===== src/rtl/sar_pkg.sv =====
package sar_pkg;

    typedef enum logic [1:0] {
        SRC_SW  = 2'b00,
        SRC_TMR = 2'b01,
        SRC_EXT = 2'b10,
        SRC_OFF = 2'b11
    } src_sel_e;

    typedef enum logic {
        PH_TRACK = 1'b0,
        PH_CONV  = 1'b1
    } phase_e;

endpackage


===== src/rtl/sar_start_gate.sv =====
module sar_start_gate #(
    parameter int SYNC_STAGES = 2
) (
    input  logic       clk,
    input  logic       rst_n,
    input  logic [1:0] src_sel,
    input  logic       sw_go,
    input  logic       tmr_ovf,
    input  logic       ext_start,
    input  logic       launch,
    output logic       req_pending
);
    import sar_pkg::*;

    localparam int SW = (SYNC_STAGES < 2) ? 2 : SYNC_STAGES;

    typedef struct packed {
        logic [SW-1:0] sync;
        logic          ext_prev;
        logic          pending;
    } gate_t;

    gate_t st_d, st_q;
    logic  ext_rise;
    logic  trig;

    always_comb begin
        st_d      = st_q;
        st_d.sync = {st_q.sync[SW-2:0], ext_start};
        st_d.ext_prev = st_q.sync[SW-1];
        ext_rise  = st_q.sync[SW-1] & ~st_q.ext_prev;

        unique case (src_sel_e'(src_sel))
            SRC_SW:  trig = sw_go;
            SRC_TMR: trig = tmr_ovf;
            SRC_EXT: trig = ext_rise;
            default: trig = 1'b0;
        endcase

        // a launch consumes the stored request; a fresh trigger re-arms it
        st_d.pending = (st_q.pending & ~launch) | trig;
    end

    always_ff @(posedge clk or negedge rst_n) begin
        if (!rst_n) begin
            st_q <= '0;
        end else begin
            st_q <= st_d;
        end
    end

    assign req_pending = st_q.pending;

endmodule


===== src/rtl/sar_engine.sv =====
module sar_engine #(
    parameter int RES_W     = 12,
    parameter int TRACK_MIN = 4
) (
    input  logic             clk,
    input  logic             rst_n,
    input  logic             req_pending,
    input  logic             cmp_in,
    input  logic             diff_mode,
    output logic             launch,
    output logic             conv_active,
    output logic [RES_W-1:0] trial_code,
    output logic             post_now,
    output logic [RES_W-1:0] final_code,
    output logic             diff_latched
);
    import sar_pkg::*;

    localparam int TRK_W = (TRACK_MIN < 1) ? 1 : $clog2(TRACK_MIN + 1);
    localparam int IDX_W = (RES_W < 2) ? 1 : $clog2(RES_W);
    localparam logic [TRK_W-1:0] TRK_END = TRK_W'(TRACK_MIN);
    localparam logic [IDX_W-1:0] IDX_TOP = IDX_W'(RES_W - 1);
    localparam logic [RES_W-1:0] HALF_SCALE = {1'b1, {(RES_W-1){1'b0}}};

    typedef struct packed {
        phase_e           phase;
        logic [TRK_W-1:0] trk;
        logic [RES_W-1:0] trial;
        logic [IDX_W-1:0] idx;
        logic             diff;
    } eng_t;

    eng_t             st_d, st_q;
    logic [RES_W-1:0] decided;

    always_comb begin
        st_d     = st_q;
        launch   = (st_q.phase == PH_TRACK) && (st_q.trk == TRK_END) && req_pending;
        post_now = (st_q.phase == PH_CONV) && (st_q.idx == '0);

        decided = st_q.trial;
        decided[st_q.idx] = cmp_in;

        unique case (st_q.phase)
            PH_TRACK: begin
                if (st_q.trk != TRK_END) begin
                    st_d.trk = st_q.trk + 1'b1;
                end
                if (launch) begin
                    st_d.phase = PH_CONV;
                    st_d.trial = HALF_SCALE;
                    st_d.idx   = IDX_TOP;
                    st_d.diff  = diff_mode;
                end
            end
            PH_CONV: begin
                if (st_q.idx == '0) begin
                    st_d.phase = PH_TRACK;
                    st_d.trial = '0;
                    st_d.trk   = '0;
                end else begin
                    st_d.trial = decided;
                    st_d.trial[st_q.idx - 1'b1] = 1'b1;
                    st_d.idx   = st_q.idx - 1'b1;
                end
            end
            default: st_d = st_q;
        endcase
    end

    always_ff @(posedge clk or negedge rst_n) begin
        if (!rst_n) begin
            st_q <= '0;
        end else begin
            st_q <= st_d;
        end
    end

    assign conv_active  = (st_q.phase == PH_CONV);
    assign trial_code   = st_q.trial;
    assign final_code   = decided;
    assign diff_latched = st_q.diff;

endmodule


===== src/rtl/sar_result_fmt.sv =====
module sar_result_fmt #(
    parameter int RES_W = 12
) (
    input  logic [RES_W-1:0] raw_code,
    input  logic             diff,
    output logic [RES_W-1:0] fmt_code
);
    // differential search runs on an offset scale: flipping the top bit
    // turns offset binary into two's complement
    always_comb begin
        fmt_code = raw_code;
        if (diff) begin
            fmt_code[RES_W-1] = ~raw_code[RES_W-1];
        end
    end

endmodule


===== src/rtl/sar_conv_ctrl.sv =====
module sar_conv_ctrl #(
    parameter int RES_W       = 12,
    parameter int TRACK_MIN   = 4,
    parameter int SYNC_STAGES = 2
) (
    input  logic             clk,
    input  logic             rst_n,
    input  logic [1:0]       src_sel,
    input  logic             sw_go,
    input  logic             tmr_ovf,
    input  logic             ext_start,
    input  logic             diff_mode,
    input  logic             cmp_in,
    input  logic             done_clr,
    output logic [RES_W-1:0] dac_code_o,
    output logic             hold_o,
    output logic             busy_o,
    output logic             done_pulse_o,
    output logic             done_flag_o,
    output logic [RES_W-1:0] result_o
);

    typedef struct packed {
        logic             done_pulse;
        logic             done_flag;
        logic [RES_W-1:0] result;
    } post_t;

    post_t            pst_d, pst_q;
    logic             req_pending;
    logic             launch;
    logic             conv_active;
    logic [RES_W-1:0] trial_code;
    logic             post_now;
    logic [RES_W-1:0] final_code;
    logic             diff_latched;
    logic [RES_W-1:0] fmt_code;

    sar_start_gate #(
        .SYNC_STAGES(SYNC_STAGES)
    ) u_gate (
        .clk        (clk),
        .rst_n      (rst_n),
        .src_sel    (src_sel),
        .sw_go      (sw_go),
        .tmr_ovf    (tmr_ovf),
        .ext_start  (ext_start),
        .launch     (launch),
        .req_pending(req_pending)
    );

    sar_engine #(
        .RES_W    (RES_W),
        .TRACK_MIN(TRACK_MIN)
    ) u_engine (
        .clk         (clk),
        .rst_n       (rst_n),
        .req_pending (req_pending),
        .cmp_in      (cmp_in),
        .diff_mode   (diff_mode),
        .launch      (launch),
        .conv_active (conv_active),
        .trial_code  (trial_code),
        .post_now    (post_now),
        .final_code  (final_code),
        .diff_latched(diff_latched)
    );

    sar_result_fmt #(
        .RES_W(RES_W)
    ) u_fmt (
        .raw_code(final_code),
        .diff    (diff_latched),
        .fmt_code(fmt_code)
    );

    always_comb begin
        pst_d            = pst_q;
        pst_d.done_pulse = post_now;
        if (post_now) begin
            pst_d.done_flag = 1'b1;
            pst_d.result    = fmt_code;
        end else if (done_clr) begin
            pst_d.done_flag = 1'b0;
        end
    end

    always_ff @(posedge clk or negedge rst_n) begin
        if (!rst_n) begin
            pst_q <= '0;
        end else begin
            pst_q <= pst_d;
        end
    end

    assign dac_code_o   = trial_code;
    assign hold_o       = conv_active;
    assign busy_o       = conv_active;
    assign done_pulse_o = pst_q.done_pulse;
    assign done_flag_o  = pst_q.done_flag;
    assign result_o     = pst_q.result;

endmodule


===== config.mk =====
export PLATFORM = sky130hd
export DESIGN_NAME = sar_conv_ctrl
export DESIGN_NICKNAME = d
export VERILOG_FILES = /design/src/rtl/sar_pkg.sv /design/src/rtl/sar_start_gate.sv /design/src/rtl/sar_engine.sv /design/src/rtl/sar_result_fmt.sv /design/src/rtl/sar_conv_ctrl.sv
export SDC_FILE = /design/constraint.sdc
export NUM_CORES = 1
export LEC_CHECK = 0
export CAP_MARGIN = 20
export CORE_UTILIZATION = 63
export CTS_BUF_LIST = sky130_fd_sc_hd__clkbuf_16
export CTS_CLUSTER_SIZE = 16
export DETAILED_ROUTE_END_ITERATION = 7
export DONT_BUFFER_PORTS = 1
export GPL_TIMING_DRIVEN = 0
export PLACE_DENSITY = 0.79
export SLEW_MARGIN = 10
export SYNTH_ARGS = -nofsm -noshare
export SYNTH_HDL_FRONTEND = slang
export SYNTH_HIERARCHICAL = 1
export SYNTH_SLANG_ARGS = --single-unit

===== constraint.sdc =====
create_clock -name clk -period 2.52 [get_ports clk]
set_input_delay 0.126 -clock clk [delete_from_list [all_inputs] [get_ports clk]]
set_output_delay 0.126 -clock clk [all_outputs]
set_load 0.01 [all_outputs]

==> impl_metrics.json, run 1 <==
{
  "worstSetupEndpointType": "flop",
  "htreeDepth": 2,
  "area_growth_pct": 10.76,
  "io_pins": 38,
  "place_congestion": 0.9203,
  "fin_nets": 255,
  "cp.depth": 8,
  "ys_seq_area_share_pct": 40.35,
  "r2r-start": "u_engine/st_q[1]$_DFFE_PN0P_",
  "n_antenna_cell": 0,
  "p_leak_nw": 1.281,
  "post-synth-top-area-cell": "dfrtp_1",
  "syn_avg_cell_area_um2": 10.70,
  "viasPerCell": 5.937,
  "fmax_mhz": 426.6,
  "cp_max_fo": 10,
  "pwr-share-comb_pct": 51.4,
  "hold_depth": 2,
  "dp_hpwl_um": 3854,
  "maxSlewHeadroom_pct": 61.49,
  "cpPeakStageDelay_ns": 0.47,
  "wl_per_cell_um": 18.87,
  "hold_start": "tmr_ovf",
  "post_cts_buffers": 0,
  "route.detailed.drc": 0,
  "nFillCells": 260,
  "synth_top_area_share_pct": 40.35,
  "crit_chain": "inv_1, ha_1, buf_4, nand2_1, nor2_1, mux2_2, buf_4, mux2_4",
  "hp-class": "input pin to flop",
  "required_ns": 2.68,
  "die_w_um": 63.96,
  "drv_slew": 0,
  "fin_crit_ns": 2.344,
  "synth_edf_count": 0,
  "start_util_pct": 66.06,
  "stdcell_count": 287,
  "fin_crit_sh_pct": 93.03,
  "clk_pin_slew_ns": 0.05,
  "yosys_warnings": 6,
  "setup_viol": 0,
  "dieArea_mm2": 0.004091,
  "post_cts_resized": 0,
  "clk_latency_ns": 0.28,
  "ir_drop_mv": 0.7180,
  "path_buf_inv": 3,
  "internal-power_mw": 2.178,
  "r2r.worst_path.cells": 8,
  "worst_setup_path_start_kind": "flop",
  "grt_remaining_overflow": 0,
  "p_per_area_mw_per_mm2": 1355,
  "antenna_found_initial": 0,
  "ys_ff_latch": 39,
  "cts-root-buf": "clkbuf_16",
  "ant_nets": 0,
  "setup_tns_ns": 0,
  "netlist_instances": 226,
  "vias": 1704,
  "firstDrtPassIters": 4,
  "cts_max_path_buffers": 2,
  "critPathLaunch": "u_engine/st_q[1]$_DFFE_PN0P_",
  "drt_first_iter_violations": 153,
  "layout-drive-gt1-share_pct": 30.96,
  "grt_pass1_wl_um": 8956,
  "cts_made_buffers": 5,
  "seqPwrFrac_pct": 32.4,
  "status": "completed",
  "tightest_slew_ns": 0.5750,
  "async_reset_ff_share_pct": 100.0,
  "clock_power_share_pct": 16.2,
  "grt_max_degree": 40,
  "cap_violations": 0,
  "syn-cell-area_mm2": 0.002419,
  "skew_ns": 0.002190,
  "grt_pass1_vias": 1729,
  "portBuffers": 0,
  "die_h_um": 63.96,
  "rows": 22,
  "path_class": "flop to flop",
  "cp.arrival_ns": 2.51,
  "r2r_slack_ns": 0.18,
  "gr-usage-all-layers_pct": 29.59,
  "layout_commonest_cell": "dfrtp_1",
  "wl_um": 5416,
  "hold_viol": 0,
  "cp_slowest_cell": "dfrtp_1",
  "crit_top_cell": "buf_4",
  "synth.distinct_cells": 49,
  "core_area_mm2": 0.003661,
  "synthTopCellsByArea": "dfrtp_1, mux2_4, buf_4",
  "synth_fp_nets": 243,
  "synth-main-ff-cell": "dfrtp_1",
  "cts_tree": "done",
  "p_sw_share_pct": 39.99,
  "clock-sinks": 39,
  "dp.cells": 274,
  "critical-path-top-delay-family": "multiplexers",
  "final_cell_mix": "dfrtp_1, buf_4, nand2_1, mux2_4",
  "p_switching_mw": 1.451,
  "rsz0062_at_grt": "no"
}
==> cell usage after synthesis (3+ instances only) <==
cell      number
buf_4         25
buf_2          5
nand3b_1       3
a221o_1        6
mux2_4        13
dfrtp_1       39
buf_6          4
o22ai_1        4
a32oi_1        3
nor2b_1        4
a21oi_1        6
and2_1         6
ha_1           7
o21ai_0       10
xnor2_1        3
nor3_1         4
mux2_2        11
nand2_1       17
nor2_1         8
inv_1         11
==> registers in the layout (all words and copies together) (netlist names) <==
register	cells
u_gate/req_pending	1
result_o	12
u_engine/trial_code	12
u_gate/st_d	2
done_pulse_o	1
u_engine/diff_latched	1
u_engine/st_q	7
u_gate/st_q	1
done_flag_o	1
u_engine/conv_active	1
==> per-layer routing <==
layer / part of all wire [%] / GRT usage, % / vias to the layer above
li1: - / - / 789
met1: 42 / 38.35 / 834
met2: 51 / 49.34 / 71
met3: 5.2 / 5.714 / 10
met4: 1.5 / 9.943 / 0
met5: 0 / 0 / -
==> cell families after synthesis <==
kind of cell	Yosys count	synth area share (%)
AOI/OAI and AO/OA	47	13.76
xor gates and xnor gates	5	2.122
adders and majority gates	7	3.621
buffers and inverters	47	12.73
DFF	39	40.35
muxes	26	14.02
and+or+nand+nor	55	13.40
==> repair_timing <==
action,in CTS,in global routing
hold buffers,5,0
hold endpoints to repair,42,0
setup endpoints to repair,0,0
==> power groups by stage <==
stage	clock [mW]	sequential, mW	combinational [mW]
finish	0.589	1.17	1.87
global route	0.631	1.20	2.02
CTS	0.605	1.17	1.86
detailed placement	0	1.17	1.82
global placement	0	1.15	1.74
floorplan	0	1.11	1.50
==> final cells by class <==
type | instances | area (µm²) | share of cell area [%]
clock buffer | 5 | 125.1 | 4.671
multi-input combinational | 140 | 1135 | 42.36
inverter | 11 | 41.29 | 1.541
clock inverter | 3 | 15.01 | 0.5605
timing repair buffer | 5 | 60.06 | 2.242
tap | 48 | 60.06 | 2.242
sequential | 39 | 975.9 | 36.43
buffer | 36 | 266.5 | 9.949
==> worst paths after layout <==
path,to
max,result_o[4]$_DFFE_PN0P_
min,u_gate/req_pending$_DFF_PN0_
max reg2reg,result_o[4]$_DFFE_PN0P_
min reg2reg,u_gate/st_d[1]$_DFF_PN0_
max in group asynchronous,u_engine/trial_code[0]$_DFFE_PN0P_
min in group asynchronous,result_o[6]$_DFFE_PN0P_
==> per-stage QoR <==
stage                     power (mW)  util [%]  hold WS (ns)  worst slack, ns  area [µm²]
after global routing           3.856     73.17       0.02542          0.06621        2679
after detailed placement       2.991     67.70       -0.1688           0.2230        2479
after global placement         2.899     67.70       -0.1689           0.2873        2479
after CTS                      3.631     73.17       0.01695           0.1915        2679
final                          3.629     73.17       0.02249           0.1756        2679
after floorplan                2.605         -       -0.1696           0.5086        2419
Power figures use the tool's default switching activity.
==> inputs of run 2 (changes only) <==
--- a/config.mk
+++ b/config.mk
@@ -5,14 +5,13 @@
 export SDC_FILE = /design/constraint.sdc
 export NUM_CORES = 1
 export LEC_CHECK = 0
-export CAP_MARGIN = 20
 export CORE_UTILIZATION = 63
-export CTS_BUF_LIST = sky130_fd_sc_hd__clkbuf_16
 export CTS_CLUSTER_SIZE = 16
 export DETAILED_ROUTE_END_ITERATION = 7
 export DONT_BUFFER_PORTS = 1
 export GPL_TIMING_DRIVEN = 0
 export PLACE_DENSITY = 0.79
+export RECOVER_POWER = 25
 export SLEW_MARGIN = 10
 export SYNTH_ARGS = -nofsm -noshare
 export SYNTH_HDL_FRONTEND = slang
==> run 2 against run 1 <==
Compared with the run above: fmax about the same; the run now ends with capacitance limit, slew limit left; worst setup slack better by 0.0016 ns; via count up 0.18%; largest power group unchanged; global-route usage down 1.0 points; routed wire length down 3.0%; register-to-register slack about the same; critical path type unchanged; combinational power about the same; die area unchanged; cell count up 0.35%; cell area down 1.4%; critical path depth unchanged.
==> impl_metrics.json, run 2 (synthesis results as in run 1) <==
{
  "cts_max_path_buffers": 2,
  "reg2reg_to": "result_o[4]$_DFFE_PN0P_",
  "place_congestion": 0.9203,
  "io_pins": 38,
  "r2r_slack_ns": 0.18,
  "r2r.worst_path.cells": 8,
  "grt_max_degree": 40,
  "clk_pin_slew_ns": 0.08,
  "worstSetupEndpointType": "flop",
  "wl_met2_um": 2530,
  "required_ns": 2.70,
  "wl_um": 5256,
  "worst_setup_path_start_kind": "flop",
  "hp-class": "input pin to flop",
  "fin_crit_sh_pct": 92.97,
  "dieArea_mm2": 0.004091,
  "antenna_found_initial": 0,
  "fin_nets": 256,
  "ant_nets": 0,
  "hold_viol": 0,
  "drt-met1-wl_um": 2299,
  "start_util_pct": 66.06,
  "stdcell_count": 288,
  "clock-sinks": 39,
  "fin_crit_ns": 2.343,
  "layout-drive-gt1-share_pct": 31.25,
  "holdPathEnd": "u_gate/req_pending$_DFF_PN0_",
  "portBuffers": 0,
  "grt_pass1_vias": 1700,
  "cp_max_fo": 10,
  "firstDrtPassIters": 5,
  "n_antenna_cell": 0,
  "drv_slew": 40,
  "status": "complete, but fails checks",
  "clk_latency_ns": 0.29,
  "p_per_area_mw_per_mm2": 1317,
  "vias": 1707,
  "dp.cells": 274,
  "r2r-start": "u_engine/st_q[1]$_DFFE_PN0P_",
  "post_cts_buffers": 0,
  "cap_violations": 1,
  "fmax_mhz": 426.8,
  "layout_commonest_cell": "dfrtp_1",
  "wl_per_cell_um": 18.25,
  "cts_made_buffers": 5,
  "ir_drop_mv": 0.8446,
  "p_leak_nw": 1.265,
  "violations": "capacitance limit, slew limit",
  "hold_depth": 2,
  "core_area_mm2": 0.003661,
  "grt_pass1_wl_um": 8673,
  "viasPerCell": 5.927,
  "cp.arrival_ns": 2.52,
  "final_core_util_pct": 72.18,
  "tightest_slew_ns": 1.773,
  "htreeDepth": 2,
  "highest_layer": "met4",
  "dp_hpwl_um": 3854,
  "rsz0062_at_grt": "no",
  "skew_ns": 0.005611,
  "final_cell_mix": "dfrtp_1, buf_4, nand2_1, mux2_4",
  "area_growth_pct": 9.260,
  "cts_tree": "done",
  "regArea_um2": 975.9,
  "grt_remaining_overflow": 0,
  "cts-root-buf": "clkbuf_8",
  "hold_start": "tmr_ovf",
  "setup_viol": 0,
  "maxSlewHeadroom_pct": -18.20,
  "multiInputGateArea_mm2": 0.001135,
  "wl_met3_um": 293,
  "path_class": "flop to flop",
  "route.detailed.drc": 0,
  "drt_first_iter_violations": 132,
  "rows": 22,
  "die_w_um": 63.96,
  "setup_tns_ns": 0,
  "die_h_um": 63.96,
  "nFillCells": 261,
  "gr-usage-all-layers_pct": 28.58
}
-- run 2: power breakdown --
part	total (mW)	internal, mW	switching [mW]
clock network	0.464	0.249	0.215
logic	1.85	0.931	0.919
registers	1.17	0.885	0.282
-- run 2: worst max-delay path, stage by stage, from the launching register on --
cell and delay, ns:
dfrtp_1 0.48, inv_1 0.15, ha_1 0.24, buf_4 0.21
nand2_1 0.13, nor2_1 0.27, mux2_2 0.38, buf_4 0.13
mux2_4 0.24
-- run 2: repair_timing --
| action | CTS | global route |
|---|---|---|
| hold buffers | 5 | 1 |
| resized for setup | 0 | 0 |
| endpoints found under the hold margin | 42 | 1 |
| setup endpoints to repair | 0 | 0 |
-- run 2: final cells by class --
cell class,instances,area share (%)
multi-input combinational,140,42.95
sequential,39,36.93
buffer,36,10.09
clock buffer,7,3.646
timing repair buffer,6,2.273
tap,48,2.273
inverter,11,1.563
clock inverter,1,0.2841
-- run 2: stage by stage --
step | power [mW] | instance area (µm²) | setup slack [ns] | hold WS, ns
6_report | 3.480 | 2643 | 0.1772 | 0.004376
5_1_grt | 3.715 | 2643 | 0.05223 | 0.01100
4_1_cts | 3.486 | 2643 | 0.1914 | 0.001831
3_5_place_dp | 2.991 | 2479 | 0.2230 | -0.1688
3_3_place_gp | 2.899 | 2479 | 0.2873 | -0.1689
2_1_floorplan | 2.605 | 2419 | 0.5086 | -0.1696
-- run 2: layer usage --
metal  GRT usage [%]  up-vias
li1                -      792
met1           37.62      822
met2           45.74       76
met3           5.893       17
met4           11.65        0
met5               0        -
-- run 2: how the worst max path moves through the flow --
stage | from | end | slack [ns] | cells past startpoint
2_1_floorplan | u_engine/st_q[1]$_DFFE_PN0P_ | result_o[4]$_DFFE_PN0P_ | 0.51 | 8
3_3_place_gp | u_engine/st_q[1]$_DFFE_PN0P_ | result_o[4]$_DFFE_PN0P_ | 0.29 | 8
3_5_place_dp | u_engine/st_q[1]$_DFFE_PN0P_ | result_o[4]$_DFFE_PN0P_ | 0.22 | 8
4_1_cts | u_engine/st_q[1]$_DFFE_PN0P_ | result_o[4]$_DFFE_PN0P_ | 0.19 | 8
5_1_grt | u_engine/st_q[1]$_DFFE_PN0P_ | result_o[4]$_DFFE_PN0P_ | 0.05 | 8
6_report | u_engine/st_q[1]$_DFFE_PN0P_ | result_o[4]$_DFFE_PN0P_ | 0.18 | 8
